### config.mk
export PLATFORM = sky130hd
export DESIGN_NAME = gpio_bank_ctrl
export DESIGN_NICKNAME = d
export VERILOG_FILES = /design/src/rtl/gpio_pkg.sv /design/src/rtl/gpio_sync.sv /design/src/rtl/gpio_decode.sv /design/src/rtl/gpio_bank.sv /design/src/rtl/gpio_bank_ctrl.sv
export SDC_FILE = /design/constraint.sdc
export NUM_CORES = 2
export LEC_CHECK = 0
export ABC_AREA = 1
export BUFFER_PORTS_ARGS = -buffer_cell sky130_fd_sc_hd__buf_4
export CAP_MARGIN = 20
export CORE_UTILIZATION = 50
export CTS_BUF_LIST = sky130_fd_sc_hd__clkbuf_8
export DETAILED_ROUTE_END_ITERATION = 12
export GPL_TIMING_DRIVEN = 0
export HOLD_SLACK_MARGIN = 0.03
export PLACE_DENSITY_LB_ADDON = 0.12
export SYNTH_ARGS = -nofsm -noshare
export SYNTH_HDL_FRONTEND = slang
export SYNTH_HIERARCHICAL = 1
export SYNTH_SLANG_ARGS = --single-unit
### constraint.sdc
create_clock -name clk -period 15.6 [get_ports clk]
set_clock_uncertainty 0.15 [all_clocks]
set_input_delay 2.34 -clock clk [delete_from_list [all_inputs] [get_ports clk]]
set_output_delay 2.34 -clock clk [all_outputs]
set_load 0.005 [all_outputs]
### src/rtl/gpio_pkg.sv
package gpio_pkg;

    localparam int BANK_W = 32;
    localparam int NBANK  = 4;

    typedef enum logic [3:0] {
        K_NONE, K_LEVEL, K_DIR, K_SET, K_CLR,
        K_RISE, K_FALL, K_STAT, K_AFLO, K_AFHI
    } reg_kind_e;

    typedef struct packed {
        reg_kind_e   kind;
        logic [1:0]  bank;
    } reg_sel_t;

    // Order of the per-bank register groups in the word map
    function automatic reg_kind_e kind_of(input int idx);
        case (idx)
            0:       return K_LEVEL;
            1:       return K_DIR;
            2:       return K_SET;
            3:       return K_CLR;
            4:       return K_RISE;
            5:       return K_FALL;
            6:       return K_STAT;
            default: return K_NONE;
        endcase
    endfunction

    // Fixed pins that may wake a sleeping processor
    function automatic logic [BANK_W-1:0] wake_mask_of(input int bank);
        case (bank)
            0:       return 32'h8003_FE1B;
            1:       return 32'h0020_01FC;
            2:       return 32'hEC08_0000;
            3:       return 32'h0012_007F;
            default: return '0;
        endcase
    endfunction

endpackage

### src/rtl/gpio_sync.sv
module gpio_sync #(
    parameter int W = 128
) (
    input  logic         clk,
    input  logic         rst_n,
    input  logic [W-1:0] raw,
    output logic [W-1:0] synced
);
    logic [W-1:0] meta_q, sync_q;

    always_ff @(posedge clk) begin
        if (!rst_n) begin
            meta_q <= '0;
            sync_q <= '0;
        end else begin
            meta_q <= raw;
            sync_q <= meta_q;
        end
    end

    assign synced = sync_q;
endmodule

### src/rtl/gpio_decode.sv
module gpio_decode
    import gpio_pkg::*;
#(
    parameter int ADDR_W = 12
) (
    input  logic [ADDR_W-1:0] addr,
    output reg_sel_t          sel
);
    always_comb begin
        int a;
        int w;
        int k;
        sel = '{kind: K_NONE, bank: 2'd0};
        a = int'(addr);
        w = a >>> 2;
        k = 0;
        if (a < 'h200) begin
            if (w <= 20) begin
                // three banks per register group, one word each
                sel.kind = kind_of(w / 3);
                sel.bank = 2'(w % 3);
            end else if (w <= 28) begin
                k = w - 21;
                sel.bank = 2'(k >>> 1);
                sel.kind = ((k % 2) == 1) ? K_AFHI : K_AFLO;
            end else if (w >= 64 && w <= 82 && ((w - 64) % 3) == 0) begin
                sel.kind = kind_of((w - 64) / 3);
                sel.bank = 2'd3;
            end
        end
    end
endmodule

### src/rtl/gpio_bank.sv
module gpio_bank
    import gpio_pkg::*;
#(
    parameter int               W         = 32,
    parameter logic [W-1:0]     WAKE_MASK = '0
) (
    input  logic         clk,
    input  logic         rst_n,
    input  logic [W-1:0] sin,
    input  logic         sleep,
    input  logic         wr_en,
    input  reg_kind_e    wr_kind,
    input  logic [W-1:0] wdata,
    output logic [W-1:0] dir,
    output logic [W-1:0] olat,
    output logic [W-1:0] rise,
    output logic [W-1:0] fall,
    output logic [W-1:0] status,
    output logic [W-1:0] aflo,
    output logic [W-1:0] afhi,
    output logic [W-1:0] setlast,
    output logic [W-1:0] level,
    output logic         wake_hit
);
    typedef struct packed {
        logic [W-1:0] dir;
        logic [W-1:0] olat;
        logic [W-1:0] rise;
        logic [W-1:0] fall;
        logic [W-1:0] status;
        logic [W-1:0] aflo;
        logic [W-1:0] afhi;
        logic [W-1:0] setlast;
        logic [W-1:0] prev;
    } bank_st_t;

    bank_st_t st_d, st_q;
    logic [W-1:0] edges;

    always_comb begin
        st_d      = st_q;
        st_d.prev = sin;
        edges = ~st_q.dir & ((sin & ~st_q.prev & st_q.rise) |
                             (~sin & st_q.prev & st_q.fall));
        if (wr_en) begin
            case (wr_kind)
                K_DIR:  st_d.dir = wdata;
                K_SET: begin
                    st_d.olat    = st_q.olat | wdata;
                    st_d.setlast = wdata;
                end
                K_CLR:  st_d.olat   = st_q.olat & ~wdata;
                K_RISE: st_d.rise   = wdata;
                K_FALL: st_d.fall   = wdata;
                K_STAT: st_d.status = st_q.status & ~wdata;
                K_AFLO: st_d.aflo   = wdata;
                K_AFHI: st_d.afhi   = wdata;
                default: ;
            endcase
        end
        // a fresh edge overrides a clear in the same cycle
        st_d.status = st_d.status | edges;
    end

    always_ff @(posedge clk) begin
        if (!rst_n) st_q <= '0;
        else        st_q <= st_d;
    end

    assign dir      = st_q.dir;
    assign olat     = st_q.olat;
    assign rise     = st_q.rise;
    assign fall     = st_q.fall;
    assign status   = st_q.status;
    assign aflo     = st_q.aflo;
    assign afhi     = st_q.afhi;
    assign setlast  = st_q.setlast;
    assign level    = (st_q.olat & st_q.dir) | (sin & ~st_q.dir);
    assign wake_hit = sleep & (|((sin ^ st_q.prev) & ~st_q.dir & WAKE_MASK));

    AST_STS_INPUT_ONLY: assert property (@(posedge clk) disable iff (!rst_n)
        ((st_q.status & ~$past(st_q.status) & $past(st_q.dir)) == '0));

    AST_SET_NO_CLEAR: assert property (@(posedge clk) disable iff (!rst_n)
        (wr_en && wr_kind == K_SET) |=> ((st_q.olat & $past(st_q.olat)) == $past(st_q.olat)));

    AST_CLR_NO_SET: assert property (@(posedge clk) disable iff (!rst_n)
        (wr_en && wr_kind == K_CLR) |=> ((st_q.olat & ~$past(st_q.olat)) == '0));

    AST_STS_STICKY: assert property (@(posedge clk) disable iff (!rst_n)
        ((~st_q.status & $past(st_q.status)) != '0) |-> $past(wr_en && wr_kind == K_STAT));
endmodule

### src/rtl/gpio_bank_ctrl.sv
module gpio_bank_ctrl
    import gpio_pkg::*;
#(
    parameter int ADDR_W = 12
) (
    input  logic                    clk,
    input  logic                    rst_n,
    input  logic [ADDR_W-1:0]       bus_addr,
    input  logic                    bus_wr,
    input  logic [BANK_W-1:0]       bus_wdata,
    input  logic                    bus_rd,
    output logic [BANK_W-1:0]       bus_rdata,
    input  logic [NBANK*BANK_W-1:0] pin_in,
    output logic [NBANK*BANK_W-1:0] pin_out,
    output logic [NBANK*BANK_W-1:0] pin_oe,
    input  logic                    sleep_in,
    output logic                    irq_pin0,
    output logic                    irq_pin1,
    output logic                    irq_other,
    output logic                    wake_req
);
    localparam int PINS = NBANK * BANK_W;

    typedef struct packed {
        logic [BANK_W-1:0] rdata;
        logic              wake;
    } top_st_t;

    top_st_t  tq_d, tq_q;
    reg_sel_t sel;
    logic [PINS-1:0]   sync_pins;
    logic [BANK_W-1:0] b_dir    [NBANK];
    logic [BANK_W-1:0] b_olat   [NBANK];
    logic [BANK_W-1:0] b_rise   [NBANK];
    logic [BANK_W-1:0] b_fall   [NBANK];
    logic [BANK_W-1:0] b_stat   [NBANK];
    logic [BANK_W-1:0] b_aflo   [NBANK];
    logic [BANK_W-1:0] b_afhi   [NBANK];
    logic [BANK_W-1:0] b_setl   [NBANK];
    logic [BANK_W-1:0] b_level  [NBANK];
    logic [NBANK-1:0]  b_wake;
    logic [BANK_W-1:0] rmux;
    logic              other;

    gpio_sync #(.W(PINS)) u_sync (
        .clk    (clk),
        .rst_n  (rst_n),
        .raw    (pin_in),
        .synced (sync_pins)
    );

    gpio_decode #(.ADDR_W(ADDR_W)) u_dec (
        .addr (bus_addr),
        .sel  (sel)
    );

    for (genvar b = 0; b < NBANK; b++) begin : g_bank
        logic wr_this;
        assign wr_this = bus_wr && (sel.kind != K_NONE) && (int'(sel.bank) == b);

        gpio_bank #(.W(BANK_W), .WAKE_MASK(wake_mask_of(b))) u_bank (
            .clk      (clk),
            .rst_n    (rst_n),
            .sin      (sync_pins[b*BANK_W +: BANK_W]),
            .sleep    (sleep_in),
            .wr_en    (wr_this),
            .wr_kind  (sel.kind),
            .wdata    (bus_wdata),
            .dir      (b_dir[b]),
            .olat     (b_olat[b]),
            .rise     (b_rise[b]),
            .fall     (b_fall[b]),
            .status   (b_stat[b]),
            .aflo     (b_aflo[b]),
            .afhi     (b_afhi[b]),
            .setlast  (b_setl[b]),
            .level    (b_level[b]),
            .wake_hit (b_wake[b])
        );

        assign pin_oe [b*BANK_W +: BANK_W] = b_dir[b];
        assign pin_out[b*BANK_W +: BANK_W] = b_olat[b] & b_dir[b];
    end

    always_comb begin
        case (sel.kind)
            K_LEVEL: rmux = b_level[sel.bank];
            K_DIR:   rmux = b_dir[sel.bank];
            K_SET:   rmux = b_setl[sel.bank];
            K_RISE:  rmux = b_rise[sel.bank];
            K_FALL:  rmux = b_fall[sel.bank];
            K_STAT:  rmux = b_stat[sel.bank];
            K_AFLO:  rmux = b_aflo[sel.bank];
            K_AFHI:  rmux = b_afhi[sel.bank];
            default: rmux = '0;
        endcase
    end

    always_comb begin
        other = |(b_stat[0] & ~BANK_W'(3));
        for (int b = 1; b < NBANK; b++) other = other | (|b_stat[b]);
    end

    always_comb begin
        tq_d = tq_q;
        if (bus_rd) tq_d.rdata = rmux;
        tq_d.wake = |b_wake;
    end

    always_ff @(posedge clk) begin
        if (!rst_n) tq_q <= '0;
        else        tq_q <= tq_d;
    end

    assign bus_rdata = tq_q.rdata;
    assign wake_req  = tq_q.wake;
    assign irq_pin0  = b_stat[0][0];
    assign irq_pin1  = b_stat[0][1];
    assign irq_other = other;

    AST_WAKE_ASLEEP: assert property (@(posedge clk) disable iff (!rst_n)
        wake_req |-> $past(sleep_in));

    AST_FAR_READ_ZERO: assert property (@(posedge clk) disable iff (!rst_n)
        $past(bus_rd && int'(bus_addr) >= 'h200) |-> (bus_rdata == '0));
endmodule

==> results.md <==
- The flow ran to the end, and the final reports show no timing, DRC or antenna violations.
- The slowest stage of the critical path is the a21oi_4 cell.
- The clock tree from TritonCTS is built.
- The area growth from synthesis to layout is 15.2%.
- Detailed placement ended at an HPWL of 286 mm.
- The count of synthesis-stage warnings from yosys is 6.
- The most common flop cell mapped by yosys is dfxtp_1.
- A synthesized cell averages 6.68 um^2.
- For this run the aggregate overflow at the end of global routing stands at 0.
- For this configuration, the core starts out at a cell density of 50.4%.
- In the post-synthesis netlist, the biggest area contributors are dfxtp_1 38%, nand2_1 20%, buf_4 11%.
- The post-synthesis register bit count is 1441.
- The number of enable-type register cells in the synthesized netlist is 0.
- The synthesized design spends more area on one cell type than any other, namely dfxtp_1.
- By instance count, the leading cell after synthesis is nand2_1.
- For met2 alone, demand over resource in global routing was 64.9%.
- The first-pass GRT wire length is 491 mm.
- The via count of the first global-routing pass came to 69216.
- The chip height is 390 um.
- Across every metal layer, demand over resource in global routing totals 45.1%.
- STA puts the critical path data required time at 16270 ps.
- The setup TNS is 0 ps.
- Entering global routing, the biggest net connects 22 pins.
- The tree built by TritonCTS fans out to 1441 sinks.
- The data arrival at the endpoint of the critical path is 12700 ps.
- The floorplan step defined a die boundary enclosing 152000 um^2.
- Across all layers, the routed design uses 77223 vias.
- In this run the tool buffered the top-level ports with 462 buffer cells.
- The net count reported at finish is 12261.
- The power density over the cells is 93.6 nW/um^2.
- The H-tree depth is 4.
- In this run the cell area of the synthesized design comes to 75400 um^2.
- The total count of max-transition violations in the final report is 0.
- The library cell used as clock root buffer is clkbuf_8.
- For this run, the slowest stage of the critical path takes 850 ps.
- The busiest layer in global routing is met2.
- The number of placement rows is 142.
- Clock-pin slew was measured on the worst setup and hold paths at 70 ps.
- In the finished design, the share of the clock period the worst path needs comes to 77.1%.
- The detailed router's first-iteration violation count is 10755.
- The area share of the largest cell type after synthesis is 38.2%.
- Sequential cells were found to cover 38.2% of the synthesized design area.
- In this run the static leakage power is 45.1 nW.
- The count of endpoints failing hold in the final timing report is 0.
- The routed wire length is 356 mm.
- Global routing consumed, on the met1 layer, 62.2% of the routing resources.
- The routed length per instance is 25.1 um.
- The synthesized instance count is 11286.
- The core area is 150000 um^2.
- The number of antenna violations at the first check in global routing is 21.
- The worst-case clock buffer depth is 3.
- The achievable clock frequency is 0.0831 GHz.
- The detail route stage leaves a number of antenna-violating nets equal to 0.
- In this run, post-CTS repair resized a total of 0 instances.
- After clock tree synthesis, the flow added hold-fix buffers numbering 0.
- The worst path needs 12030 ps of the cycle, external delays included.
- The congestion estimate from routability-driven global placement came to 1.05.
- The synthesized net count is 11550.
- Setup violations remaining at the end of the flow were counted as 0.
- The total CTS buffers is 241.
- The worst setup path is captured at a flip-flop.
- The number of detailed-route iterations in the first pass is 8.
- The number of buffers and inverters on the critical path is 11.
- The reported max-cap violation count is 0.
- The width of the die is 390 um.
- The post-route DRC violation count is 0.
- The per-cell via count in the routed design is 5.43.
- The kind of start point of the critical path is an input port.
- The worst slew slack as a fraction of its limit is 21.7%.
- The maximum fanout along the worst path is 14.
- After synthesis, the most frequently instantiated cells are 4051 x nand2_1, 1441 x dfxtp_1, 1105 x inv_1.
- The post-synthesis async set-or-reset flop share is 0%.
- The number of setup buffers added after CTS is 0.
- Setup repair after global routing left no endpoint under its margin.
- For the pin with the worst max-slew slack, the measured transition is 1170 ps.
- The final standard cell utilization of the core is 58.0%.
- The kind of critical path is input port to flip-flop.
- The fraction of layout cells with a size suffix above 1 is 19.4%.
- The number of placed I/O pins is 469.
- Counting distinct cell types in the post-synthesis netlist gives 49.
- For the worst-skew pair, the clock arrives at the later sink with an insertion delay of 1030 ps.
- The kind of cell with the highest combined delay along the critical path is simple AND/OR/NAND/NOR gates.
- The largest vdd supply drop is 93.8 uV.
- The min-delay analysis places its worst path in the category flip-flop to flip-flop.
- For this run, global-route usage on met3 was measured as 11.0%.
-- worst register-to-register path, stage by stage (launching register included) --
cell	delay, ps
dfxtp_1	360
inv_1	70
ha_1	260
or2_2	200
o21ai_0	120
nor2_1	120
nand2_1	120
nor2_1	800
nor2_1	80
nor4_1	700
nor2_1	110
-- cell type report --
class                           instances  area (um^2)
Fill cell                           14722        62900
Multi-Input combinational cell       7130        31900
Sequential cell                      1441        28800
Buffer                               1574        10400
Clock buffer                          314         4320
Inverter                             1141         4290
Timing Repair Buffer                  468         3530
Tap cell                             2016         2520
Clock inverter                        132         1070
Antenna cell                            6         15.0
-- final timing paths --
kind | startpoint | end | slack, ps | cells past startpoint
max | bus_addr[2] | g_bank[0].u_bank/aflo[31] | 3570 | 59
min | u_sync/synced[60] | g_bank[1].u_bank/st_q[28] | 220 | 2
max reg2reg | u_sync/synced[0] | wake_req | 12390 | 10
min reg2reg | u_sync/synced[60] | g_bank[1].u_bank/st_q[28] | 220 | 2
-- placed cells by master, fill, tap and decap left out, drive strengths merged, types with 2 or more instances in the layout --
| master | n |
|---|---|
| o221ai | 2 |
| ha | 87 |
| a22o | 37 |
| or2 | 9 |
| inv | 1204 |
| mux2i | 2 |
| buf | 1832 |
| nor2 | 335 |
| diode | 6 |
| a21o | 89 |
| a21oi | 1081 |
| clkinv | 54 |
| dfxtp | 1441 |
| a31oi | 4 |
| clkinvlp | 4 |
| nand3b | 2 |
| bufinv | 11 |
| nand2 | 4084 |
| nor4 | 33 |
| o21ai | 983 |
| nand4 | 26 |
| o22ai | 2 |
| nand3 | 322 |
| xor2 | 10 |
| clkbuf | 524 |
| nor3 | 14 |
-- report_power, final --
| part | leakage, nW | internal [mW] | total, mW | switching (mW) |
|---|---|---|---|---|
| registers | 11.7 | 3.72 | 3.74 | 0.0218 |
| logic | 30.4 | 0.174 | 0.670 | 0.496 |
| clock network | 3.02 | 2.01 | 3.72 | 1.71 |
| total | 45.1 | 5.90 | 8.13 | 2.23 |
-- layer usage --
metal | part of all wire [%] | vias to the layer above
li1 | - | 35748
met1 | 41 | 35784
met2 | 40 | 4879
met3 | 13 | 784
met4 | 5.9 | 28
met5 | 0.056 | -
-- sequential cells by signal, indices dropped and copies added, names as in the netlist, named ones only --
signal / cells
g_bank.u_bank/afhi: 128
g_bank.u_bank/aflo: 128
g_bank.u_bank/dir: 128
g_bank.u_bank/fall: 128
g_bank.u_bank/rise: 128
g_bank.u_bank/setlast: 128
g_bank.u_bank/st_q: 128
g_bank.u_bank/status: 128
u_sync/meta_q: 128
u_sync/synced: 128
bus_rdata: 32
wake_req: 1
-- metrics by stage --
| stage | instance area [um^2] | worst slack [ps] | std cells | total power, mW | hold WS (ps) |
|---|---|---|---|---|---|
| 3_5_place_dp | 81500 | 3010 | 13770 | 4.47 | 245 |
| 5_1_grt | 86900 | 2950 | 14217 | 8.37 | 240 |
| 6_report | 86900 | 3570 | 14222 | 8.13 | 218 |
| 2_1_floorplan | 75400 | 5640 | 11286 | 4.20 | 240 |
| 3_3_place_gp | 81400 | 2340 | 13764 | 4.45 | 242 |
| 4_1_cts | 86900 | 4010 | 14216 | 8.12 | 211 |
-- cells by family after synthesis --
family | synth area share, %
compound gates | 15.2
simple gates | 25.4
fa+ha+maj | 1.44
flops | 38.2
mux | 0.0265
xor+xnor | 0.128
buf+inv | 19.5
Power figures use the tool's default switching activity.
